$ cat src/rtl/icache_pkg.sv
package icache_pkg;
   typedef enum logic [1:0] {
      SRC_MEMORY = 2'd0,
      SRC_STORE  = 2'd1,
      SRC_NONE   = 2'd2
   } instr_src_e;
endpackage

$ cat src/rtl/icache_tag_store.sv
module icache_tag_store #(
   parameter int SETS  = 16,
   parameter int WAYS  = 2,
   parameter int TAG_W = 20,
   localparam int IDX_W = $clog2(SETS)
) (
   input  logic             clk,
   input  logic             rst_n,
   input  logic             flush_i,
   input  logic [IDX_W-1:0] lk_idx,
   input  logic [TAG_W-1:0] lk_tag,
   output logic [WAYS-1:0]  hit_way,
   input  logic [IDX_W-1:0] vq_idx,
   output logic [WAYS-1:0]  vq_valid,
   input  logic             wr_en,
   input  logic [IDX_W-1:0] wr_idx,
   input  logic [WAYS-1:0]  wr_way,
   input  logic [TAG_W-1:0] wr_tag
);
   logic [SETS-1:0][WAYS-1:0] vld;

   if (SETS < 2 || (SETS & (SETS - 1)) != 0) begin : g_bad_sets
      $error("SETS must be a power of two");
   end

   always_ff @(posedge clk or negedge rst_n) begin
      if (!rst_n) begin
         vld <= '0;
      end else if (flush_i) begin
         vld <= '0;
      end else if (wr_en) begin
         vld[wr_idx] <= vld[wr_idx] | wr_way;
      end
   end

   for (genvar w = 0; w < WAYS; w++) begin : g_way
      logic [TAG_W-1:0] tags [SETS];
      always_ff @(posedge clk) begin
         if (wr_en && wr_way[w]) begin
            tags[wr_idx] <= wr_tag;
         end
      end
      assign hit_way[w] = vld[lk_idx][w] && (tags[lk_idx] == lk_tag);
   end

   assign vq_valid = vld[vq_idx];

   AST_WRITE_LANDS: assert property (@(posedge clk) disable iff (!rst_n)
      wr_en && !flush_i |=> (vld[$past(wr_idx)] & $past(wr_way)) != '0);
   AST_FLUSH_EMPTIES: assert property (@(posedge clk) disable iff (!rst_n)
      flush_i |=> vld == '0);
   AST_ONE_WAY_HIT: assert property (@(posedge clk) disable iff (!rst_n)
      $onehot0(hit_way));
endmodule

$ cat src/rtl/icache_data_store.sv
module icache_data_store #(
   parameter int SETS   = 16,
   parameter int WAYS   = 2,
   parameter int DATA_W = 48,
   localparam int IDX_W = $clog2(SETS)
) (
   input  logic              clk,
   input  logic [IDX_W-1:0]  rd_idx,
   input  logic [WAYS-1:0]   rd_way,
   output logic [DATA_W-1:0] rd_data,
   input  logic              wr_en,
   input  logic [IDX_W-1:0]  wr_idx,
   input  logic [WAYS-1:0]   wr_way,
   input  logic [DATA_W-1:0] wr_data
);
   logic [WAYS-1:0][DATA_W-1:0] way_word;

   for (genvar w = 0; w < WAYS; w++) begin : g_way
      logic [DATA_W-1:0] words [SETS];
      always_ff @(posedge clk) begin
         if (wr_en && wr_way[w]) begin
            words[wr_idx] <= wr_data;
         end
      end
      assign way_word[w] = rd_way[w] ? words[rd_idx] : '0;
   end

   always_comb begin
      rd_data = '0;
      for (int w = 0; w < WAYS; w++) begin
         rd_data = rd_data | way_word[w];
      end
   end
endmodule

$ cat src/rtl/icache_lru.sv
module icache_lru #(
   parameter int SETS = 16,
   parameter int WAYS = 2,
   localparam int IDX_W = $clog2(SETS)
) (
   input  logic             clk,
   input  logic             rst_n,
   input  logic             flush_i,
   input  logic             touch_en,
   input  logic [IDX_W-1:0] touch_idx,
   input  logic [WAYS-1:0]  touch_way,
   input  logic [IDX_W-1:0] q_idx,
   input  logic [WAYS-1:0]  q_valid,
   output logic [WAYS-1:0]  victim
);
   if (WAYS != 2) begin : g_bad_ways
      $error("replacement supports exactly two ways");
   end

   logic [SETS-1:0] older_q;   // 1: way 1 is the older one

   always_ff @(posedge clk or negedge rst_n) begin
      if (!rst_n) begin
         older_q <= '0;
      end else if (flush_i) begin
         older_q <= '0;
      end else if (touch_en) begin
         older_q[touch_idx] <= touch_way[0];
      end
   end

   always_comb begin
      if (!q_valid[0]) begin
         victim = 2'b01;
      end else if (!q_valid[1]) begin
         victim = 2'b10;
      end else begin
         victim = older_q[q_idx] ? 2'b10 : 2'b01;
      end
   end

   AST_VICTIM_ONEHOT: assert property (@(posedge clk) disable iff (!rst_n)
      $countones(victim) == 1);
   AST_TOUCHED_NOT_VICTIM: assert property (@(posedge clk) disable iff (!rst_n)
      touch_en && !flush_i && q_idx == touch_idx && q_valid == 2'b11
      |=> (q_valid != 2'b11) || (q_idx != $past(touch_idx)) || (victim != $past(touch_way)));
endmodule

$ cat src/rtl/icache_selective.sv
module icache_selective #(
   parameter int ADDR_W = 24,
   parameter int DATA_W = 48,
   parameter int WORDS  = 32,
   parameter int WAYS   = 2,
   localparam int SETS  = WORDS / WAYS,
   localparam int IDX_W = $clog2(SETS),
   localparam int TAG_W = ADDR_W - IDX_W
) (
   input  logic              clk,
   input  logic              rst_n,
   input  logic              flush,
   input  logic              cache_off,
   input  logic              freeze,
   input  logic [ADDR_W-1:0] fetch_addr,
   input  logic              conflict,
   input  logic [DATA_W-1:0] mem_rdata,
   output logic [DATA_W-1:0] instr,
   output logic              instr_valid,
   output logic              stall
);
   import icache_pkg::*;

   if (WORDS % WAYS != 0 || TAG_W < 1) begin : g_bad_geom
      $error("WORDS must divide by WAYS and leave tag bits");
   end

   logic              pend_q;
   logic              alloc_q;
   logic [ADDR_W-1:0] pend_addr_q;

   logic [IDX_W-1:0]  lk_idx;
   logic [TAG_W-1:0]  lk_tag;
   logic [IDX_W-1:0]  fill_idx;
   logic [TAG_W-1:0]  fill_tag;
   logic [WAYS-1:0]   hit_way;
   logic [WAYS-1:0]   fill_valid;
   logic [WAYS-1:0]   victim;
   logic [DATA_W-1:0] store_word;
   logic              look_hit;
   logic              fill_en;
   logic              touch_en;
   logic [IDX_W-1:0]  touch_idx;
   logic [WAYS-1:0]   touch_way;
   instr_src_e        src;

   assign lk_idx   = fetch_addr[IDX_W-1:0];
   assign lk_tag   = fetch_addr[ADDR_W-1:IDX_W];
   assign fill_idx = pend_addr_q[IDX_W-1:0];
   assign fill_tag = pend_addr_q[ADDR_W-1:IDX_W];

   icache_tag_store #(.SETS(SETS), .WAYS(WAYS), .TAG_W(TAG_W)) u_tags (
      .clk(clk), .rst_n(rst_n), .flush_i(flush),
      .lk_idx(lk_idx), .lk_tag(lk_tag), .hit_way(hit_way),
      .vq_idx(fill_idx), .vq_valid(fill_valid),
      .wr_en(fill_en), .wr_idx(fill_idx), .wr_way(victim), .wr_tag(fill_tag)
   );

   icache_data_store #(.SETS(SETS), .WAYS(WAYS), .DATA_W(DATA_W)) u_data (
      .clk(clk),
      .rd_idx(lk_idx), .rd_way(hit_way), .rd_data(store_word),
      .wr_en(fill_en), .wr_idx(fill_idx), .wr_way(victim), .wr_data(mem_rdata)
   );

   icache_lru #(.SETS(SETS), .WAYS(WAYS)) u_lru (
      .clk(clk), .rst_n(rst_n), .flush_i(flush),
      .touch_en(touch_en), .touch_idx(touch_idx), .touch_way(touch_way),
      .q_idx(fill_idx), .q_valid(fill_valid), .victim(victim)
   );

   assign look_hit = (|hit_way) && !cache_off;

   always_comb begin
      if (pend_q || !conflict) begin
         src = SRC_MEMORY;
      end else if (look_hit) begin
         src = SRC_STORE;
      end else begin
         src = SRC_NONE;
      end
   end

   always_comb begin
      unique case (src)
         SRC_MEMORY: instr = mem_rdata;
         SRC_STORE:  instr = store_word;
         default:    instr = '0;
      endcase
   end

   assign instr_valid = (src != SRC_NONE);
   assign stall       = (src == SRC_NONE);
   assign fill_en     = pend_q && alloc_q;
   assign touch_en    = fill_en || (src == SRC_STORE);
   assign touch_idx   = fill_en ? fill_idx : lk_idx;
   assign touch_way   = fill_en ? victim : hit_way;

   always_ff @(posedge clk or negedge rst_n) begin
      if (!rst_n) begin
         pend_q      <= 1'b0;
         alloc_q     <= 1'b0;
         pend_addr_q <= '0;
      end else if (pend_q) begin
         pend_q      <= 1'b0;
         alloc_q     <= 1'b0;
      end else if (stall) begin
         pend_q      <= 1'b1;
         alloc_q     <= !cache_off && !freeze;
         pend_addr_q <= fetch_addr;
      end
   end

   AST_STALL_SINGLE: assert property (@(posedge clk) disable iff (!rst_n)
      stall |=> !stall && instr_valid);
   AST_NOCONF_FLOWS: assert property (@(posedge clk) disable iff (!rst_n)
      !conflict |-> !stall && instr == mem_rdata);
   AST_OFF_STALLS: assert property (@(posedge clk) disable iff (!rst_n)
      cache_off && conflict && !pend_q |-> stall);
   AST_HELD_NO_FILL: assert property (@(posedge clk) disable iff (!rst_n)
      stall && (freeze || cache_off) |=> !fill_en);
endmodule

$ cat config.mk
export PLATFORM = sky130hd
export DESIGN_NAME = icache_selective
export DESIGN_NICKNAME = d
export VERILOG_FILES = /design/src/rtl/icache_pkg.sv /design/src/rtl/icache_tag_store.sv /design/src/rtl/icache_data_store.sv /design/src/rtl/icache_lru.sv /design/src/rtl/icache_selective.sv
export SDC_FILE = /design/constraint.sdc
export NUM_CORES = 2
export LEC_CHECK = 0
export ABC_CLOCK_PERIOD_IN_PS = 8100
export BUFFER_PORTS_ARGS = -buffer_cell sky130_fd_sc_hd__buf_4
export CORE_ASPECT_RATIO = 0.6
export CORE_MARGIN = 2
export CORE_UTILIZATION = 57
export DETAILED_ROUTE_END_ITERATION = 7
export PLACE_DENSITY = 0.82
export SYNTH_ARGS = -nofsm -noshare
export SYNTH_HDL_FRONTEND = slang
export SYNTH_SLANG_ARGS = --single-unit
export TNS_END_PERCENT = 50
$ cat constraint.sdc
create_clock -name clk -period 8.1 [get_ports clk]
set_clock_uncertainty 0.15 [all_clocks]
set_input_delay 2.43 -clock clk [delete_from_list [all_inputs] [get_ports clk]]
set_output_delay 2.43 -clock clk [all_outputs]
set_load 0.1 [all_outputs]
==> flow_metrics.py <==
metrics = {
    "run_status": {
        "status": "complete, but fails checks",
        "violations": "design-rule violations, negative setup slack",
    },
    "run": {
        "cap_violations": 0,
    },
    "synth": {
        "synthFlopType": "edfxtp_1",
        "synth_fa_ha_area_share_pct": 0,
        "synth_top_cell_by_area": "edfxtp_1",
        "synthTopCellsByCount": "2,176 x edfxtp_1, 644 x mux4_2, 124 x clkbuf_1",
        "synth_top_area_share_pct": 73.9,
        "netlist_area_um2": 88400,
        "ys_ff_latch": 2250,
        "yosys-top-cells-area": "edfxtp_1 74%, mux4_2 16%, dfrtp_1 2.1%, mux2i_1 1.1%, a22o_1 0.97%",
        "ys_seq_area_share_pct": 76.0,
        "ys_warn_count": 0,
        "synth_mux_area_share_pct": 17.6,
        "synth_top_family_by_area": "multiplexers",
        "syn-num-nets": 4051,
        "synth_cell_types": 67,
        "synth-xor-area-share_pct": 0.535,
        "synth-compound-area-share_pct": 2.60,
        "synth_area_per_cell_um2": 22.3,
        "postSynth.asyncResetShare_pct": 3.29,
        "yosys.area_share.simple_pct": 1.79,
        "synth_most_common_cell": "edfxtp_1",
        "synth_cells": 3973,
        "synth_edf_count": 2176,
    },
    "sta": {
        "final-max-slew-violation-count": 0,
        "rsz0062_at_grt": "yes",
        "period_needed_ns": 8.67,
        "maxSlewHeadroom_pct": 2.20,
        "worstMarginPinSlew_ns": 1.47,
        "setup-violations-final": 50,
        "fmax_mhz": 115,
        "setup_slack_ns": -0.565,
        "whs_ns": 0.379,
        "hold_viol": 0,
        "tns_ns": -25.74,
        "period_share_pct": 107,
    },
    "route": {
        "viasPerCell": 7.54,
        "vias": 49200,
        "first_pass_iters": 8,
        "drcViolationCount": 14,
        "drt-initial-drc-count": 9996,
        "routed_wl_um": 267000,
        "antenna_left": 0,
        "wl_per_cell_um": 40.9,
    },
    "clock_network": {
        "cts_tree": "built",
        "cts_buffers": 185,
        "h-tree-depth": 4,
        "cts_root_buf": "clkbuf_16",
        "clkLatencyLatePin_ns": 0.85,
        "path_clk_slew_ns": 0.07,
        "clock_sinks": 2250,
        "clockBufferDepth": 3,
    },
    "place": {
        "io_buffers": 127,
        "hpwl_um": 128000,
        "place.gp.congestion": 0.953,
    },
    "critical_path": {
        "worstSetupStartpointType": "primary input",
        "r2r_cells": 7,
        "crit_buf_inv": 6,
        "cp-end-kind": "output pin",
        "critical_path.slowest_cell": "or4_4",
        "crit_required_ns": 5.52,
        "path_class": "in -> out",
        "crit_path_max_incr_delay_ns": 0.57,
        "arrival_ns": 6.09,
        "critPathTopFamily": "simple AND/OR/NAND/NOR gates",
        "path_depth": 15,
        "cp_cell_sequence": "buf_8 -> buf_4 -> mux4_2 -> mux2i_4 -> nor3_1 -> nor4_2 -> o2111ai_1 -> or4_4 -> nor3_4 -> buf_6 -> buf_12 -> clkbuf_16 -> a22o_1 -> a22o_4 -> buf_12",
        "worst_path_most_repeated_cell": "buf_12",
        "worst-path-max-fanout": 8,
    },
    "floorplanning": {
        "die_x_um": 513,
        "fp-row-count": 111,
        "die_area_um2": 158000,
        "initial_core_util_pct": 57.7,
        "die_h_um": 309,
        "placeableCoreArea_um2": 153000,
        "io-pin-count": 128,
    },
    "global_route": {
        "antenna_found_initial": 16,
        "grt_max_degree": 96,
        "grt_pass1_vias": 48600,
        "grt_overflow_total": 0,
        "grt_pass1_wl_um": 366000,
        "grt_usage_pct": 33.2,
    },
    "hold_path": {
        "hold_depth": 2,
        "hold_class": "reg -> reg",
    },
    "layout": {
        "drive_above_1_share_pct": 32.8,
        "syn_to_final_growth_pct": 14.2,
        "nets": 4408,
        "final_util_pct": 65.9,
        "nFillCells": 9015,
    },
    "pwr": {
        "p_leak_nw": 32.5,
        "vdd_drop_max_v": 0.000226,
        "power_density_nw_per_um2": 236,
    },
}
-- what timing repair did --
action,4_1_cts,5_1_grt
gates resized for setup,143,49
endpoints found under the setup margin,50,50
hold buffers,0,0
gates cloned,3,4
buffers inserted,15,14
pin swaps,12,16
-- stage by stage --
step / setup slack [ns] / instances / power [mW] / instance area [µm²]
2_1_floorplan: -0.175 / 3973 / 14.1 / 88800
3_3_place_gp: -0.472 / 6141 / 14.6 / 93700
3_5_place_dp: -0.580 / 6141 / 14.7 / 93700
4_1_cts: -0.346 / 6497 / 23.7 / 101000
5_1_grt: -0.580 / 6525 / 24.3 / 101000
6_report: -0.565 / 6529 / 23.8 / 101000
-- power by group --
| part | total, mW | internal, mW | switching [mW] |
|---|---|---|---|
| Sequential | 13.1 | 12.9 | 0.185 |
| Combinational | 1.51 | 0.609 | 0.905 |
| Clock | 9.24 | 4.93 | 4.31 |
-- metal layers --
layer / global-route usage (%) / wire length [µm] / vias up
li1: - / - / 17600
met1: 43.8 / 86300 / 25100
met2: 51.1 / 124000 / 5329
met3: 10.9 / 41400 / 1169
met4: 15.4 / 15700 / 8
met5: 0.417 / 77 / -
-- cell usage in the layout, fill, tap and decap left out, types with 28 or more instances in the layout --
master,n
edfxtp_1,2176
buf_12,79
buf_4,316
clkbuf_16,192
nor3_1,28
a21oi_1,72
clkinv_2,37
a22o_1,48
nand3_1,46
a22o_4,29
clkbuf_1,37
nor2_1,65
mux4_2,645
nand4_1,31
nor2_4,35
o21ai_0,35
clkinv_1,36
dfrtp_1,74
mux2i_1,96
o211ai_1,28
nand2_1,47
-- logic make-up (layout without fill, tap and decap cells) --
kind of cell	after synthesis	after routing
multiplexers	752	752
other	0	14
AO/OA/AOI/OAI	324	324
AND/OR/NAND/NOR	320	320
XOR/XNOR	54	54
buffers and inverters	273	781
flip-flops	2250	2250
-- worst min-delay path: stages (launching register included) --
cell	delay [ns]
dfrtp_1	0.37
a21oi_1	0.05
nor2_1	0.07
-- state kept, by name (all words and copies together), names as in the netlist --
signal	flops
u_tags.g_way.tags	640
alloc_q	1
u_tags.vld	32
u_data.g_way.words	1536
pend_addr_q	24
pend_q	1
u_lru.older_q	16
-- final timing paths --
kind,to,startpoint,slack (ns)
worst max-delay path,instr[21],fetch_addr[2],-0.57
worst min-delay path,u_tags.vld[2],u_tags.vld[2],0.38
worst max register to register,u_data.g_way[1].words[13][40],pend_addr_q[0],3.04
worst min register to register,u_tags.vld[2],u_tags.vld[2],0.38
max in group asynchronous,pend_addr_q[15],rst_n,5.36
min in group asynchronous,pend_addr_q[17],rst_n,1.67
-- final cells by class --
class | count | area (µm²) | area share [%]
well taps | 2034 | 2540 | 2.52
inverters | 19 | 78.8 | 0.0780
clock inverters | 109 | 1130 | 1.12
multi-input cells | 1450 | 20700 | 20.5
clock buffers | 229 | 4900 | 4.85
repair buffers | 424 | 4440 | 4.40
diodes | 14 | 35.0 | 0.0347
flip-flops and latches | 2250 | 67200 | 66.5
Note: power is estimated with default switching activity, not from simulation.
